==> src/rtl/ifq_pkg.sv <==
package ifq_pkg;
  localparam int unsigned OP_W   = 5;
  localparam int unsigned TGT_W  = 8;
  localparam int unsigned REG_W  = 3;
  localparam int unsigned INSN_W = OP_W + TGT_W + REG_W;

  typedef logic [INSN_W-1:0] instr_t;
  typedef logic [TGT_W-1:0]  addr_t;
  typedef logic [OP_W-1:0]   opcode_t;

  typedef struct packed {
    opcode_t          op;
    addr_t            tgt;
    logic [REG_W-1:0] rsel;
  } instr_fields_t;
endpackage

==> src/rtl/ifq_predecode.sv <==
module ifq_predecode
  import ifq_pkg::*;
#(
  parameter opcode_t JMP_OP = 5'b11000
) (
  input  instr_t word,
  output logic   is_jump,
  output addr_t  target
);
  instr_fields_t fld;

  always_comb begin
    fld     = word;
    is_jump = (fld.op == JMP_OP);
    target  = fld.tgt;
  end
endmodule

==> src/rtl/ifq_fifo.sv <==
module ifq_fifo
  import ifq_pkg::*;
#(
  parameter int unsigned DEPTH = 4
) (
  input  logic                       clk,
  input  logic                       rst_n,
  input  logic                       flush,
  input  logic                       push,
  input  instr_t                     push_data,
  input  logic                       pop,
  output logic                       valid,
  output instr_t                     head,
  output logic [$clog2(DEPTH+1)-1:0] count
);
  localparam int unsigned CW = $clog2(DEPTH + 1);
  localparam int unsigned PW = (DEPTH > 1) ? $clog2(DEPTH) : 1;
  localparam logic [PW-1:0] LAST = PW'(DEPTH - 1);

  logic [PW-1:0]           wptr_q, wptr_d, rptr_q, rptr_d;
  logic [CW-1:0]           cnt_q, cnt_d;
  logic [DEPTH*INSN_W-1:0] slots_flat;
  logic                    do_pop, ptr_en;

  for (genvar g = 0; g < DEPTH; g++) begin : g_slot
    instr_t slot_q;
    logic   slot_we;
    assign slot_we = push && !flush && (wptr_q == PW'(g));
    always_ff @(posedge clk) begin
      if (slot_we) slot_q <= push_data;
    end
    assign slots_flat[g*INSN_W +: INSN_W] = slot_q;
  end

  always_comb begin
    do_pop = pop && (cnt_q != '0);
    wptr_d = wptr_q;
    rptr_d = rptr_q;
    cnt_d  = cnt_q;
    if (flush) begin
      wptr_d = '0;
      rptr_d = '0;
      cnt_d  = '0;
    end else begin
      if (push)   wptr_d = (wptr_q == LAST) ? '0 : wptr_q + 1'b1;
      if (do_pop) rptr_d = (rptr_q == LAST) ? '0 : rptr_q + 1'b1;
      cnt_d = cnt_q + CW'(push) - CW'(do_pop);
    end
    ptr_en = flush || push || do_pop;
  end

  always_ff @(posedge clk or negedge rst_n) begin
    if (!rst_n) begin
      wptr_q <= '0;
      rptr_q <= '0;
      cnt_q  <= '0;
    end else if (ptr_en) begin
      wptr_q <= wptr_d;
      rptr_q <= rptr_d;
      cnt_q  <= cnt_d;
    end
  end

  assign valid = (cnt_q != '0);
  assign head  = slots_flat[rptr_q*INSN_W +: INSN_W];
  assign count = cnt_q;


  no_overflow_chk: assert property (@(posedge clk) disable iff (!rst_n)
    (push && !flush) |-> (cnt_q < CW'(DEPTH)) || do_pop);


  drain_empty_chk: assert property (@(posedge clk) disable iff (!rst_n)
    (do_pop && !push && !flush && cnt_q == CW'(1)) |=> !valid);
endmodule

==> src/rtl/ifq_fetch_ctrl.sv <==
module ifq_fetch_ctrl
  import ifq_pkg::*;
#(
  parameter int unsigned DEPTH    = 4,
  parameter int unsigned OS_MAX   = 8,
  parameter addr_t       RESET_PC = '0
) (
  input  logic                       clk,
  input  logic                       rst_n,
  input  logic                       redir_valid,
  input  addr_t                      redir_pc,
  input  logic                       req_ready,
  output logic                       req_valid,
  output addr_t                      req_addr,
  input  logic                       rsp_valid,
  input  logic                       rsp_is_jump,
  input  addr_t                      rsp_target,
  input  logic [$clog2(DEPTH+1)-1:0] q_count,
  output logic                       rsp_take
);
  localparam int unsigned CW = $clog2(DEPTH + 1);
  localparam int unsigned OW = $clog2(OS_MAX + 1);
  localparam int unsigned SW = ((OW > CW) ? OW : CW) + 1;

  addr_t         pc_q, pc_d;
  logic [OW-1:0] os_q, os_d, stale_q, stale_d, live_os;
  logic [SW-1:0] occupied;
  logic          req_fire, rsp_drop, fold, pc_en, cnt_en;

  always_comb begin
    live_os   = os_q - stale_q;
    occupied  = SW'(q_count) + SW'(live_os);
    req_valid = !redir_valid && (os_q < OW'(OS_MAX)) && (occupied < SW'(DEPTH));
    req_fire  = req_valid && req_ready;
    rsp_drop  = rsp_valid && (stale_q != '0);
    rsp_take  = rsp_valid && (stale_q == '0) && !redir_valid;
    fold      = rsp_take && rsp_is_jump;

    os_d = os_q + OW'(req_fire) - OW'(rsp_valid);
    if (redir_valid)  stale_d = os_q - OW'(rsp_valid);
    else if (fold)    stale_d = os_d;
    else              stale_d = stale_q - OW'(rsp_drop);

    if (redir_valid)   pc_d = redir_pc;
    else if (fold)     pc_d = rsp_target;
    else if (req_fire) pc_d = pc_q + 1'b1;
    else               pc_d = pc_q;

    pc_en  = redir_valid || fold || req_fire;
    cnt_en = redir_valid || fold || req_fire || rsp_valid;
  end

  always_ff @(posedge clk or negedge rst_n) begin
    if (!rst_n) begin
      pc_q <= RESET_PC;
    end else if (pc_en) begin
      pc_q <= pc_d;
    end
  end

  always_ff @(posedge clk or negedge rst_n) begin
    if (!rst_n) begin
      os_q    <= '0;
      stale_q <= '0;
    end else if (cnt_en) begin
      os_q    <= os_d;
      stale_q <= stale_d;
    end
  end

  assign req_addr = pc_q;


  credit_chk: assert property (@(posedge clk) disable iff (!rst_n)
    occupied <= SW'(DEPTH));


  stale_bound_chk: assert property (@(posedge clk) disable iff (!rst_n)
    stale_q <= os_q);


  redir_pc_load_chk: assert property (@(posedge clk) disable iff (!rst_n)
    redir_valid |=> (req_addr == $past(redir_pc)));


  fold_target_chk: assert property (@(posedge clk) disable iff (!rst_n)
    (rsp_valid && rsp_is_jump && stale_q == '0 && !redir_valid) |=>
      (req_addr == $past(rsp_target)));
endmodule

==> src/rtl/ifetch_queue.sv <==
module ifetch_queue
  import ifq_pkg::*;
#(
  parameter int unsigned DEPTH    = 4,
  parameter int unsigned OS_MAX   = 2 * DEPTH,
  parameter opcode_t     JMP_OP   = 5'b11000,
  parameter bit          KEEP_NOP = 1'b0,
  parameter instr_t      NOP_WORD = '0,
  parameter addr_t       RESET_PC = '0
) (
  input  logic   clk,
  input  logic   rst_n,
  output logic   mem_req_valid,
  input  logic   mem_req_ready,
  output addr_t  mem_req_addr,
  input  logic   mem_rsp_valid,
  input  instr_t mem_rsp_data,
  output logic   dec_valid,
  input  logic   dec_ready,
  output instr_t dec_instr,
  input  logic   redir_valid,
  input  addr_t  redir_pc
);
  localparam int unsigned CW = $clog2(DEPTH + 1);

  logic          is_jump, rsp_take, push;
  addr_t         jmp_target;
  instr_t        push_data;
  logic [CW-1:0] q_count;

  ifq_predecode #(.JMP_OP(JMP_OP)) u_predecode (
    .word    (mem_rsp_data),
    .is_jump (is_jump),
    .target  (jmp_target)
  );

  ifq_fetch_ctrl #(
    .DEPTH    (DEPTH),
    .OS_MAX   (OS_MAX),
    .RESET_PC (RESET_PC)
  ) u_fetch_ctrl (
    .clk         (clk),
    .rst_n       (rst_n),
    .redir_valid (redir_valid),
    .redir_pc    (redir_pc),
    .req_ready   (mem_req_ready),
    .req_valid   (mem_req_valid),
    .req_addr    (mem_req_addr),
    .rsp_valid   (mem_rsp_valid),
    .rsp_is_jump (is_jump),
    .rsp_target  (jmp_target),
    .q_count     (q_count),
    .rsp_take    (rsp_take)
  );

  if (KEEP_NOP) begin : g_keep_marker
    assign push      = rsp_take;
    assign push_data = is_jump ? NOP_WORD : mem_rsp_data;
  end else begin : g_drop_jump
    assign push      = rsp_take && !is_jump;
    assign push_data = mem_rsp_data;
  end

  ifq_fifo #(.DEPTH(DEPTH)) u_fifo (
    .clk       (clk),
    .rst_n     (rst_n),
    .flush     (redir_valid),
    .push      (push),
    .push_data (push_data),
    .pop       (dec_ready),
    .valid     (dec_valid),
    .head      (dec_instr),
    .count     (q_count)
  );


  flush_empty_chk: assert property (@(posedge clk) disable iff (!rst_n)
    redir_valid |=> !dec_valid);


  no_req_on_redir_chk: assert property (@(posedge clk) disable iff (!rst_n)
    redir_valid |-> !(mem_req_valid && mem_req_ready && $past(redir_valid)));
endmodule

==> config.mk <==
export PLATFORM = sky130hd
export DESIGN_NAME = ifetch_queue
export DESIGN_NICKNAME = d
export VERILOG_FILES = /design/src/rtl/ifq_pkg.sv /design/src/rtl/ifq_predecode.sv /design/src/rtl/ifq_fifo.sv /design/src/rtl/ifq_fetch_ctrl.sv /design/src/rtl/ifetch_queue.sv
export SDC_FILE = /design/constraint.sdc
export NUM_CORES = 1
export LEC_CHECK = 0
export CORE_UTILIZATION = 55
export CTS_CLUSTER_DIAMETER = 100
export DETAILED_ROUTE_END_ITERATION = 8
export GPL_ROUTABILITY_DRIVEN = 0
export PLACE_DENSITY = 0.81
export SLEW_MARGIN = 40
export SYNTH_ARGS = -nofsm -noshare
export SYNTH_HDL_FRONTEND = slang
export SYNTH_SLANG_ARGS = --single-unit
==> constraint.sdc <==
create_clock -name clk -period 5 [get_ports clk]
set_input_delay 0.5 -clock clk [delete_from_list [all_inputs] [get_ports clk]]
set_output_delay 0.5 -clock clk [all_outputs]
set_load 0.05 [all_outputs]
==> results.ini <==
[status]
outcome=finished, final reports clean

[setup_path]
required_ns=5.22
reg2reg_depth=16
crit_fanout=15
crit_type=flip-flop to flip-flop
cp.arrival_ns=4.51
crit_path_end_kind=flip-flop
crit_path_start_kind=flip-flop

[synthesis]
seq_area_frac_synth_pct=59.2
yosys-top-cells-area=edfxtp_1 46%, dfrtp_1 14%, mux4_2 8.5%
async_reset_ff_share_pct=26.4
synth_top_family_by_area=multiplexers
synth.area.mux_share_pct=11.4
ys_types=53
synth_most_common_cell=edfxtp_1
synth-edff-count=64
synth_cells=286
yosysTopAreaCellShare_pct=45.5
synth-xor-area-share_pct=2.49
synth.top_cells.by_count=64 x edfxtp_1, 25 x inv_1, 23 x dfrtp_1
synth_fa_ha_area_share_pct=7.65
synth_compound_area_share_pct=8.21
synth_area_per_cell_um2=14.8
yosys.area.top_type=edfxtp_1
synth_area_mm2=0.00422
synthFlopType=edfxtp_1
synth_warnings=0
synth_nets=340
synth-simple-area-share_pct=7.02
synth-seq-cells=87

[flow_run]
drv_cap=0

[timing]
maxSlewViolCount=0
skew_ns=0.00675
min_period_ns=4.29
fin_setup_tns_ns=0
min_period_over_period_pct=85.9
fin_ws_ns=0.707
setup_violations=0
tightestPinTransition_ns=0.847
grt_setup_unrepaired=no
fmax_mhz=233
hold_violations=0
relSlewSlack_pct=43.5

[finish]
syn2layout_area_growth_pct=20.6
nets=399
antenna_cells=0
finalNonFillerCells=449
final_layout_size_suffix_gt1_share_pct=14.3
fillers=501

[placed_design]
placed_cells=432
hpwl_um=5600
dp_slack_ns=0.750
io_buffers=55

[grt]
grt_pass1_vias=2535
grt_pass1_wl_um=13100
grt_remaining_overflow=0
antenna_found_initial=0
grt_max_degree=24
grt_use_total_pct=22.8

[cts]
cts_num_sinks=87
cts-root-buf=clkbuf_8
htree_levels=3
cts_tree=built
clk_pin_slew_ns=0.09
cts_resized=0
cts_made_buffers=9
post_cts_buffers=0
cts_hold_buf=0
clk_path_buf_depth=2
clock_latency_ns=0.35

[power]
p_sw_uw=691
seq_power_share_pct=41.6
power_frac_clock_pct=28.3
swShare_pct=32.0
ir_drop_uv=319
pwr_density_cell_mw_per_mm2=423
intPower_uw=1460
pwr-share-comb_pct=30.1
p_leak_uw=0.00190

[route]
dr_total_vias=2622
routed_wl_um=8310
drtIter0Drc=126
drcViolationCount=0
dr.pass1.iters=4
vias_per_cell=5.84
ant_nets=0
avgRoutedWirePerCell_um=18.5

[worst_hold_path]
hold_class=primary input to async pin

[floorplan]
placementRows=31
dieArea_mm2=0.00803
coreArea_mm2=0.00733
die_x_um=89.6
num_io_pins=56
die_h_um=89.6
initial_core_util_pct=57.6

-- through the flow --
step | power (uW) | cell area (um^2) | hold slack [ns] | util [%]
CTS | 2160 | 5080 | 0.131 | 69.2
finish | 2160 | 5090 | 0.112 | 69.4
global placement | 1540 | 4830 | 0.493 | 65.9
floorplan | 1380 | 4220 | 0.204 | -
detailed placement | 1560 | 4830 | 0.510 | 65.8
global route | 2270 | 5090 | 0.147 | 69.4
-- worst max-delay path: stages (launching register included) --
cell and delay, ns:
dfrtp_1 0.40, inv_1 0.08, ha_1 0.17, inv_1 0.06
fa_1 0.37, xor2_1 0.17, ha_1 0.26, or4_1 0.52
a311oi_2 0.37, o211a_4 0.35, ha_1 0.21, inv_1 0.06
fa_1 0.40, xor2_1 0.19, a22o_1 0.26, a211oi_1 0.22
a211oi_1 0.08
-- kinds of logic after synthesis --
kind of cell | count (synthesis)
AO/OA/AOI/OAI | 47
XOR/XNOR | 12
adder cells (fa/ha/maj) | 24
buffers and inverters | 35
flip-flops | 87
multiplexers | 26
AND/OR/NAND/NOR | 55
-- layout make-up --
| class | instances | area (um^2) | area share [%] |
|---|---|---|---|
| Multi-Input combinational cell | 164 | 1560 | 30.6 |
| Tap cell | 99 | 124 | 2.43 |
| Timing Repair Buffer | 57 | 564 | 11.1 |
| Clock inverter | 7 | 126 | 2.48 |
| Inverter | 26 | 97.6 | 1.92 |
| Clock buffer | 9 | 124 | 2.43 |
| Sequential cell | 87 | 2500 | 49.1 |
-- registers in the layout (all words and copies together), names as in the netlist --
signal,count
u_fetch_ctrl.os_q,4
u_fetch_ctrl.req_addr,8
u_fifo.rptr_q,2
u_fifo.count,3
u_fetch_ctrl.stale_q,4
u_fifo.g_slot.slot_q,64
u_fifo.wptr_q,2
-- path summary, 6_finish.rpt --
check                                         start                        to  slack (ns)
min reg2reg                u_fetch_ctrl.req_addr[7]  u_fetch_ctrl.req_addr[7]        0.54
max reg2reg                    u_fetch_ctrl.os_q[0]   u_fetch_ctrl.stale_q[2]        0.71
min in group clk           u_fetch_ctrl.req_addr[7]  u_fetch_ctrl.req_addr[7]        0.54
max in group asynchronous                     rst_n          u_fifo.rptr_q[0]        4.50
min                                           rst_n  u_fetch_ctrl.req_addr[7]        0.11
max                            u_fetch_ctrl.os_q[0]   u_fetch_ctrl.stale_q[2]        0.71
-- placed cells by master, fill, tap and decap left out, types with 2 or more instances in the layout --
cell type / Yosys / routed
mux2_4: 4 / 4
a211oi_1: 3 / 3
edfxtp_1: 64 / 64
fa_1: 3 / 3
nor3_1: 6 / 6
and3_1: 2 / 2
inv_6: 0 / 2
ha_1: 21 / 21
nand2_1: 13 / 13
clkbuf_8: 3 / 9
o31ai_1: 3 / 3
a21oi_1: 12 / 12
xnor2_1: 6 / 6
o211ai_1: 2 / 2
and2_1: 4 / 2
inv_1: 25 / 25
o22ai_1: 11 / 11
clkdlybuf4s50_1: 0 / 54
o2bb2ai_1: 4 / 4
and2_2: 0 / 2
a221oi_1: 2 / 2
xor2_1: 6 / 6
nor4b_1: 2 / 2
nor2_1: 14 / 14
mux4_2: 16 / 16
dfrtp_1: 23 / 22
nand3_1: 2 / 2
mux2i_1: 5 / 5
bufinv_16: 0 / 3
-- power by group through the flow --
stage	Combinational (uW)	Sequential [uW]	Clock (uW)
2_1_floorplan	448	935	0
3_3_place_gp	629	907	0
3_5_place_dp	647	911	0
4_1_cts	651	895	614
5_1_grt	716	904	649
6_report	649	896	610
-- per-layer routing --
metal	part of all wire (%)	wire, um	global-route usage [%]
met1	43	3570	30.6
met4	1.7	145	9.52
met2	50	4160	37.1
met3	5.2	435	4.11
met5	0	0	0
Note: power is estimated with default switching activity, not from simulation.
